==> config.mk <==
export PLATFORM = sky130hd
export DESIGN_NAME = cbd_renorm
export DESIGN_NICKNAME = d
export VERILOG_FILES = /design/src/rtl/cbd_pkg.sv /design/src/rtl/cbd_lzd.sv /design/src/rtl/cbd_follow_bank.sv /design/src/rtl/cbd_emit.sv /design/src/rtl/cbd_renorm.sv
export SDC_FILE = /design/constraint.sdc
export NUM_CORES = 1
export LEC_CHECK = 0
export BUFFER_PORTS_ARGS = -buffer_cell sky130_fd_sc_hd__buf_4
export CORE_MARGIN = 2
export CORE_UTILIZATION = 60
export CTS_CLUSTER_SIZE = 30
export DETAILED_ROUTE_END_ITERATION = 8
export GPL_ROUTABILITY_DRIVEN = 0
export PLACE_DENSITY = 0.79
export SLEW_MARGIN = 40
export SYNTH_ARGS = -nofsm -noshare
export SYNTH_HDL_FRONTEND = slang
export SYNTH_SLANG_ARGS = --single-unit
==> constraint.sdc <==
create_clock -name clk_i -period 6.35 [get_ports clk_i]
set_clock_uncertainty 0.2 [all_clocks]
set_input_delay 0.635 -clock clk_i [delete_from_list [all_inputs] [get_ports clk_i]]
set_output_delay 0.635 -clock clk_i [all_outputs]
set_load 0.005 [all_outputs]
==> src/rtl/cbd_pkg.sv <==
package cbd_pkg;
  localparam int unsigned DEF_W      = 16;
  localparam int unsigned DEF_PEND_W = 5;

  function automatic int unsigned out_width(input int unsigned w, input int unsigned pw);
    return w + (1 << pw) - 1;
  endfunction
endpackage

==> src/rtl/cbd_lzd.sv <==
module cbd_lzd #(
  parameter int unsigned W     = 16,
  parameter int unsigned CNT_W = $clog2(W + 1)
) (
  input  logic [W-1:0]     diff_i,
  output logic [CNT_W-1:0] lead_o
);
  logic found;
  always_comb begin
    lead_o = CNT_W'(W);
    found  = 1'b0;
    for (int i = W - 1; i >= 0; i--) begin
      if (!found && diff_i[i]) begin
        lead_o = CNT_W'(W - 1 - i);
        found  = 1'b1;
      end
    end
  end
endmodule

==> src/rtl/cbd_follow_bank.sv <==
module cbd_follow_bank #(
  parameter int unsigned W     = 16,
  parameter int unsigned CNT_W = $clog2(W + 1)
) (
  input  logic [W-1:0]     low_i,
  input  logic [W-1:0]     high_i,
  input  logic [CNT_W-1:0] lead_i,
  output logic [CNT_W-1:0] run_o
);
  localparam int unsigned NSEL = 1 << CNT_W;

  logic [CNT_W-1:0] run_tab [NSEL];

  for (genvar g = 0; g < NSEL; g++) begin : g_run
    if (g < W - 1) begin : g_live
      logic [CNT_W-1:0] run;
      logic             live;
      // run starts just below the first differing bit (position W-1-g)
      always_comb begin
        run  = '0;
        live = 1'b1;
        for (int b = W - 2 - g; b >= 0; b--) begin
          if (live && low_i[b] && !high_i[b]) run = run + CNT_W'(1);
          else live = 1'b0;
        end
      end
      assign run_tab[g] = run;
    end else begin : g_none
      assign run_tab[g] = '0;
    end
  end

  assign run_o = run_tab[lead_i];
endmodule

==> src/rtl/cbd_emit.sv <==
module cbd_emit #(
  parameter int unsigned W      = 16,
  parameter int unsigned CNT_W  = $clog2(W + 1),
  parameter int unsigned PEND_W = 5,
  parameter int unsigned OUT_W  = W + (1 << PEND_W) - 1,
  parameter int unsigned OCNT_W = $clog2(OUT_W + 1)
) (
  input  logic [W-1:0]      low_i,
  input  logic [CNT_W-1:0]  lead_i,
  input  logic [PEND_W-1:0] pend_i,
  output logic [OUT_W-1:0]  bits_o,
  output logic [OCNT_W-1:0] cnt_o
);
  logic first_bit;
  int   np;
  int   nk;

  always_comb begin
    bits_o    = '0;
    cnt_o     = '0;
    first_bit = low_i[W-1];
    np        = int'(pend_i);
    nk        = int'(lead_i);
    if (lead_i != '0) begin
      cnt_o = OCNT_W'(lead_i) + OCNT_W'(pend_i);
      for (int j = 0; j < OUT_W; j++) begin
        if (j == 0)                bits_o[OUT_W-1-j] = first_bit;
        else if (j <= np)          bits_o[OUT_W-1-j] = ~first_bit;
        else if (j < np + nk)      bits_o[OUT_W-1-j] = low_i[W-1-(j-np)];
      end
    end
  end
endmodule

==> src/rtl/cbd_renorm.sv <==
module cbd_renorm
  import cbd_pkg::*;
#(
  parameter int unsigned W      = DEF_W,
  parameter int unsigned PEND_W = DEF_PEND_W,
  localparam int unsigned CNT_W  = $clog2(W + 1),
  localparam int unsigned OUT_W  = out_width(W, PEND_W),
  localparam int unsigned OCNT_W = $clog2(OUT_W + 1)
) (
  input  logic              clk_i,
  input  logic              rst_ni,
  input  logic              valid_i,
  input  logic [W-1:0]      low_i,
  input  logic [W-1:0]      high_i,
  output logic              valid_o,
  output logic [OUT_W-1:0]  bits_o,
  output logic [OCNT_W-1:0] bits_cnt_o,
  output logic [W-1:0]      low_o,
  output logic [W-1:0]      high_o,
  output logic [PEND_W-1:0] follow_o
);
  localparam logic [W-1:0] ONES = '1;

  logic [CNT_W-1:0]  lead;
  logic [CNT_W-1:0]  run;
  logic [CNT_W-1:0]  shamt;
  logic [W-1:0]      low_n;
  logic [W-1:0]      high_n;
  logic [PEND_W-1:0] pend_n;
  logic [OUT_W-1:0]  bits_n;
  logic [OCNT_W-1:0] cnt_n;

  cbd_lzd #(.W(W), .CNT_W(CNT_W)) u_lzd (
    .diff_i (low_i ^ high_i),
    .lead_o (lead)
  );

  cbd_follow_bank #(.W(W), .CNT_W(CNT_W)) u_bank (
    .low_i  (low_i),
    .high_i (high_i),
    .lead_i (lead),
    .run_o  (run)
  );

  cbd_emit #(.W(W), .CNT_W(CNT_W), .PEND_W(PEND_W), .OUT_W(OUT_W), .OCNT_W(OCNT_W)) u_emit (
    .low_i  (low_i),
    .lead_i (lead),
    .pend_i (follow_o),
    .bits_o (bits_n),
    .cnt_o  (cnt_n)
  );

  assign shamt = lead + run;

  always_comb begin
    low_n  = low_i << shamt;
    high_n = (high_i << shamt) | ~(ONES << shamt);
    if (run != '0) begin
      low_n[W-1]  = 1'b0;
      high_n[W-1] = 1'b1;
    end
    pend_n = (lead != '0) ? PEND_W'(run) : follow_o + PEND_W'(run);
  end

  always_ff @(posedge clk_i or negedge rst_ni) begin
    if (!rst_ni) begin
      valid_o    <= 1'b0;
      bits_o     <= '0;
      bits_cnt_o <= '0;
      low_o      <= '0;
      high_o     <= ONES;
      follow_o   <= '0;
    end else begin
      valid_o <= valid_i;
      if (valid_i) begin
        bits_o     <= bits_n;
        bits_cnt_o <= cnt_n;
        low_o      <= low_n;
        high_o     <= high_n;
        follow_o   <= pend_n;
      end
    end
  end
endmodule

==> impl_metrics.toml, run 1 <==
[outcome]
status = "did not finish"
haltStage = "global routing (5_1_grt)"
error = "[ERROR GRT-0232] Routing congestion too high. Check the congestion heatmap in the GUI."

[clock_tree]
cts_buffers = 9
cts.path.max_buffers = 2
htreeDepth = 3
cts-root-buf = "clkbuf_16"
cts.sinks = 91

[place]
dp.cells = 3308
numPortBuffers = 125
dpl.hpwl_mm = 53.2
place_area_um2 = 23400

[die]
die_x_um = 176
num_rows = 63
fp.dieH_um = 176
io_pins = 126
start_util_pct = 60.6

[global_routing]
overflow = 107
track_usage_pct = 80.0
grt_max_degree = 78

[yosys]
synth.yosys.seq_area_share_pct = 12.9
syn-num-nets = 2549
avgSynthCellArea_um2 = 7.52
synth_edf_count = 0
yosysUniqueCellTypes = 114
ys_dominant_reg_cell = "dfrtp_1"
synthArstFlopShare_pct = 100
netlist_area_um2 = 17800
synth_warnings = 0
synthCells = 2369
synth-seq-cells = 91

[timing]
worst_endpoint = "high_o[0]$_DFFE_PN1P_/D"
worstEpCategory = "register data pin"
logic make-up after synthesis:
family | Yosys count | synth area share [%]
simple gates | 895 | 24.9
flops | 91 | 12.9
mux | 152 | 11.0
xor+xnor | 230 | 12.3
fa+ha+maj | 150 | 10.6
buf+inv | 258 | 5.79
compound gates | 593 | 22.6
per-stage QoR:
stage / worst slack (ps) / hold WS [ps] / TNS [ps]
after CTS: -3350 / 148 / -116930
after floorplan: -3410 / 139 / -117140
after global placement: -3820 / 264 / -128060
after detailed placement: -4030 / 270 / -138890
cell usage after synthesis, types with 8 or more instances:
library cell	number	share of area (%)
o32a_1	9	0.51
clkbuf_1	109	2.3
xor2_1	82	4.0
mux2i_1	97	5.5
nor2b_1	22	0.77
nor4_1	19	0.67
o21a_1	11	0.46
a211oi_1	29	1.2
nor2_1	222	4.7
o21ai_0	129	3.6
nand2b_1	24	0.84
dfstp_2	16	2.4
dfrtp_1	75	11
o2bb2ai_1	32	1.6
nand4_1	32	1.1
a21oi_1	151	4.2
o22ai_1	9	0.32
a22o_1	14	0.69
a21o_1	20	0.84
nor3b_1	10	0.42
a41oi_1	8	0.39
mux2_2	22	1.4
or3_1	23	0.81
xnor2_1	134	6.6
inv_1	102	2.1
ha_1	142	10
a21boi_0	20	0.84
buf_1	13	0.27
mux4_2	28	3.5
buf_2	23	0.65
and2_1	16	0.56
a31oi_1	31	1.1
and3_1	21	0.74
nand3b_1	21	0.89
a211o_1	8	0.39
nor3_1	62	1.7
nand2_1	282	5.9
nand3_1	83	2.3
xnor3_1	8	1.0
o211ai_1	30	1.3
routing by layer:
layer,track usage (%),GRT overflow
met1,79.7,7
met3,70.7,10
met2,92.4,51
met5,55.3,0
met4,74.8,39
what timing repair did:
action                     4_1_cts
setup endpoints to repair       36
setup buffers                   31
resized for setup               81
pin swaps                       62
hold buffers                     0
hold endpoints to repair         0
cloned                           4
==> run 2, diff against run 1 <==
Settings changed: CORE_UTILIZATION 60 to 40, CTS_CLUSTER_SIZE 30 to unset, PLACE_DENSITY 0.79 to unset, PLACE_DENSITY_LB_ADDON set to 0.15.
==> run 2 against run 1 <==
The flow now finishes, with violations (setup timing). Synthesized cell count unchanged. Synthesized area unchanged.
==> impl_metrics.toml, run 2 <==
[critical_path]
cp-endpoint = "high_o[8]$_DFFE_PN1P_"
cp_data_required_time_ps = 6440
path_class = "input port to flip-flop"
r2r_slack_ps = 2160
reg2reg_depth = 11
crit_fanout = 8
cp-start-kind = "input port"
path_common_cell = "ha_4"
endpoint_kind = "flip-flop"
worst_ep_arrival_time_ps = 9780
crit_start = "high_i[14]"
slowest_stage = "mux4_2"
rr_startpoint = "follow_o[0]$_DFFE_PN0P_"
r2r-end = "bits_o[33]$_DFFE_PN0P_"
critPathMaxStageDelay_ps = 480

[clock_tree]
clk_pin_slew_worst_paths_ps = 70
cts.path.max_buffers = 2
cts-root-buf = "clkbuf_16"
cts_buffers = 9
clk_latency_ps = 360
htreeDepth = 3
cts.sinks = 91
tritoncts = "built"

[route]
drtAntennaViolNets = 0
drc = 0
viasPerCell = 5.80
vias = 21000
routedWlPerCell_um = 19.7
totalWireLength_mm = 71.4
dr.first_iter.drc_count = 1776
firstDrtPassIters = 6

[finish]
drive_gt1_share_pct = 36.4
area_growth_pct = 44.2
largest_registers = "bits_o x47, high_o x16, low_o x16"
layout_common_cells = "buf_4 (750), nand2_1 (268), nor2_1 (208), xnor2_1 (125), a21oi_1 (123)"
largest_reg_flops = 47
insertedDiodeCount = 0
final_cells = 3618
fin_nets = 3201
final_common_cell = "buf_4"
largest_register = "bits_o"

[pwr]
max-vdd-ir-drop_mv = 0.216
p_per_area_nw_per_um2 = 171
leakage_nw = 11.5
power_mw = 4.39

[yosys]
synthCells = 2369
yosys.area.top_type = "dfrtp_1"
yosysUniqueCellTypes = 114
synthArstFlopShare_pct = 100
ys_dominant_reg_cell = "dfrtp_1"
yosys.cell_count.top_type = "nand2_1"
synthTopCellsByArea = "dfrtp_1 (11%), ha_1 (10%), xnor2_1 (6.6%)"
yosys.area.top_type_share_pct = 10.5
syn-num-nets = 2549
synth.yosys.seq_area_share_pct = 12.9
synth_warnings = 0
synth_edf_count = 0
avgSynthCellArea_um2 = 7.52
synth-seq-cells = 91
netlist_area_um2 = 17800
synthTopCellsByCount = "nand2_1 (282), nor2_1 (222), a21oi_1 (151), ha_1 (142), xnor2_1 (134)"

[timing]
fin_crit_sh_pct = 153
timing.final.ws_setup_ps = -3330
max_freq_mhz = 103
drv_slew = 0
tightest_slew_ps = 894
final.min_clock_period_ps = 9680
slew_headroom_pct = 40.2
holdWs_ps = 282
final-setup-viol-count = 36
hold_viol = 0
rsz0062_at_grt = "yes"

[place]
numPortBuffers = 125
dpl.hpwl_mm = 54.7
dp.cells = 3538
pre_cts_ws_ps = -3970

[outcome]
status = "finished, violations left"
violations = "setup timing"

[die]
num_rows = 77
core_um2 = 44100
io_pins = 126
die-area_um2 = 46200
start_util_pct = 40.4
die_x_um = 215
fp.dieH_um = 215

[global_routing]
antenna_found_initial = 0
grt_pass1_vias = 20400
overflow = 0
track_usage_pct = 29.5
grt_pass1_wl_mm = 110
grt_max_degree = 78

[run]
drv_cap = 0

[min_path]
hold_class = "flip-flop to flip-flop"
run 2: report_power, final:
part           switching (mW)  internal [mW]
logic                    1.60           1.36
clock network           0.254          0.309
registers               0.124          0.741
total                    1.98           2.41
run 2: worst min path at each step:
| stage | start | endpoint | slack (ps) | cells past startpoint |
|---|---|---|---|---|
| after floorplan | rst_ni | bits_cnt_o[0]$_DFFE_PN0P_ | 140 | 0 |
| after global placement | bits_o[9]$_DFFE_PN0P_ | bits_o[9]$_DFFE_PN0P_ | 270 | 1 |
| after detailed placement | bits_o[2]$_DFFE_PN0P_ | bits_o[2]$_DFFE_PN0P_ | 270 | 1 |
| after CTS | bits_o[2]$_DFFE_PN0P_ | bits_o[2]$_DFFE_PN0P_ | 290 | 1 |
| after global routing | bits_o[2]$_DFFE_PN0P_ | bits_o[2]$_DFFE_PN0P_ | 300 | 1 |
| final | bits_o[2]$_DFFE_PN0P_ | bits_o[2]$_DFFE_PN0P_ | 280 | 1 |
run 2: per-stage QoR:
stage	TNS, ps	utilization, %	area [µm²]
2_1_floorplan	-117140	-	18200
3_3_place_gp	-124060	54.0	23800
3_5_place_dp	-135020	54.0	23800
4_1_cts	-112870	56.2	24800
5_1_grt	-130820	58.2	25700
6_report	-113870	58.2	25700
run 2: area by class of cell:
cell class,instances,area [µm²]
Fill cell,4015,18400
Multi-Input combinational cell,2021,15700
Timing Repair Buffer,793,6250
Sequential cell,91,2300
Tap cell,592,741
Inverter,105,417
Clock buffer,10,229
Clock inverter,6,71.3
run 2: kinds of logic after synthesis:
kind of cell	after synthesis	synth area share [%]
AND/OR/NAND/NOR	895	24.9
AO/OA/AOI/OAI	593	22.6
flip-flops	91	12.9
multiplexers	152	11.0
XOR/XNOR	230	12.3
adder cells (fa/ha/maj)	150	10.6
buffers and inverters	258	5.79
run 2: layer usage:
metal | part of all wire (%) | vias up | GRT usage (%)
li1 | - | 9911 | -
met1 | 43 | 10100 | 38.5
met2 | 48 | 836 | 50.9
met3 | 6.7 | 155 | 3.54
met4 | 2.9 | 0 | 9.20
met5 | 0 | - | 0
run 2: worst max-delay path: cells and delay by family:
| family | cells | cell delay [ps] |
|---|---|---|
| compound gates | 16 | 2260 |
| xor+xnor | 4 | 840 |
| fa+ha+maj | 13 | 3190 |
| buf+inv | 8 | 690 |
| mux | 5 | 1130 |
| simple gates | 11 | 1000 |
run 2: what timing repair did:
| item | CTS | global route |
|---|---|---|
| hold endpoints to repair | 1 | 0 |
| pin swaps | 56 | 94 |
| resized for setup | 78 | 147 |
| hold buffers | 1 | 0 |
| gates cloned | 3 | 1 |
| endpoints found under the setup margin | 36 | 36 |
| setup buffers | 32 | 34 |
(Power assumes the default switching activity.)
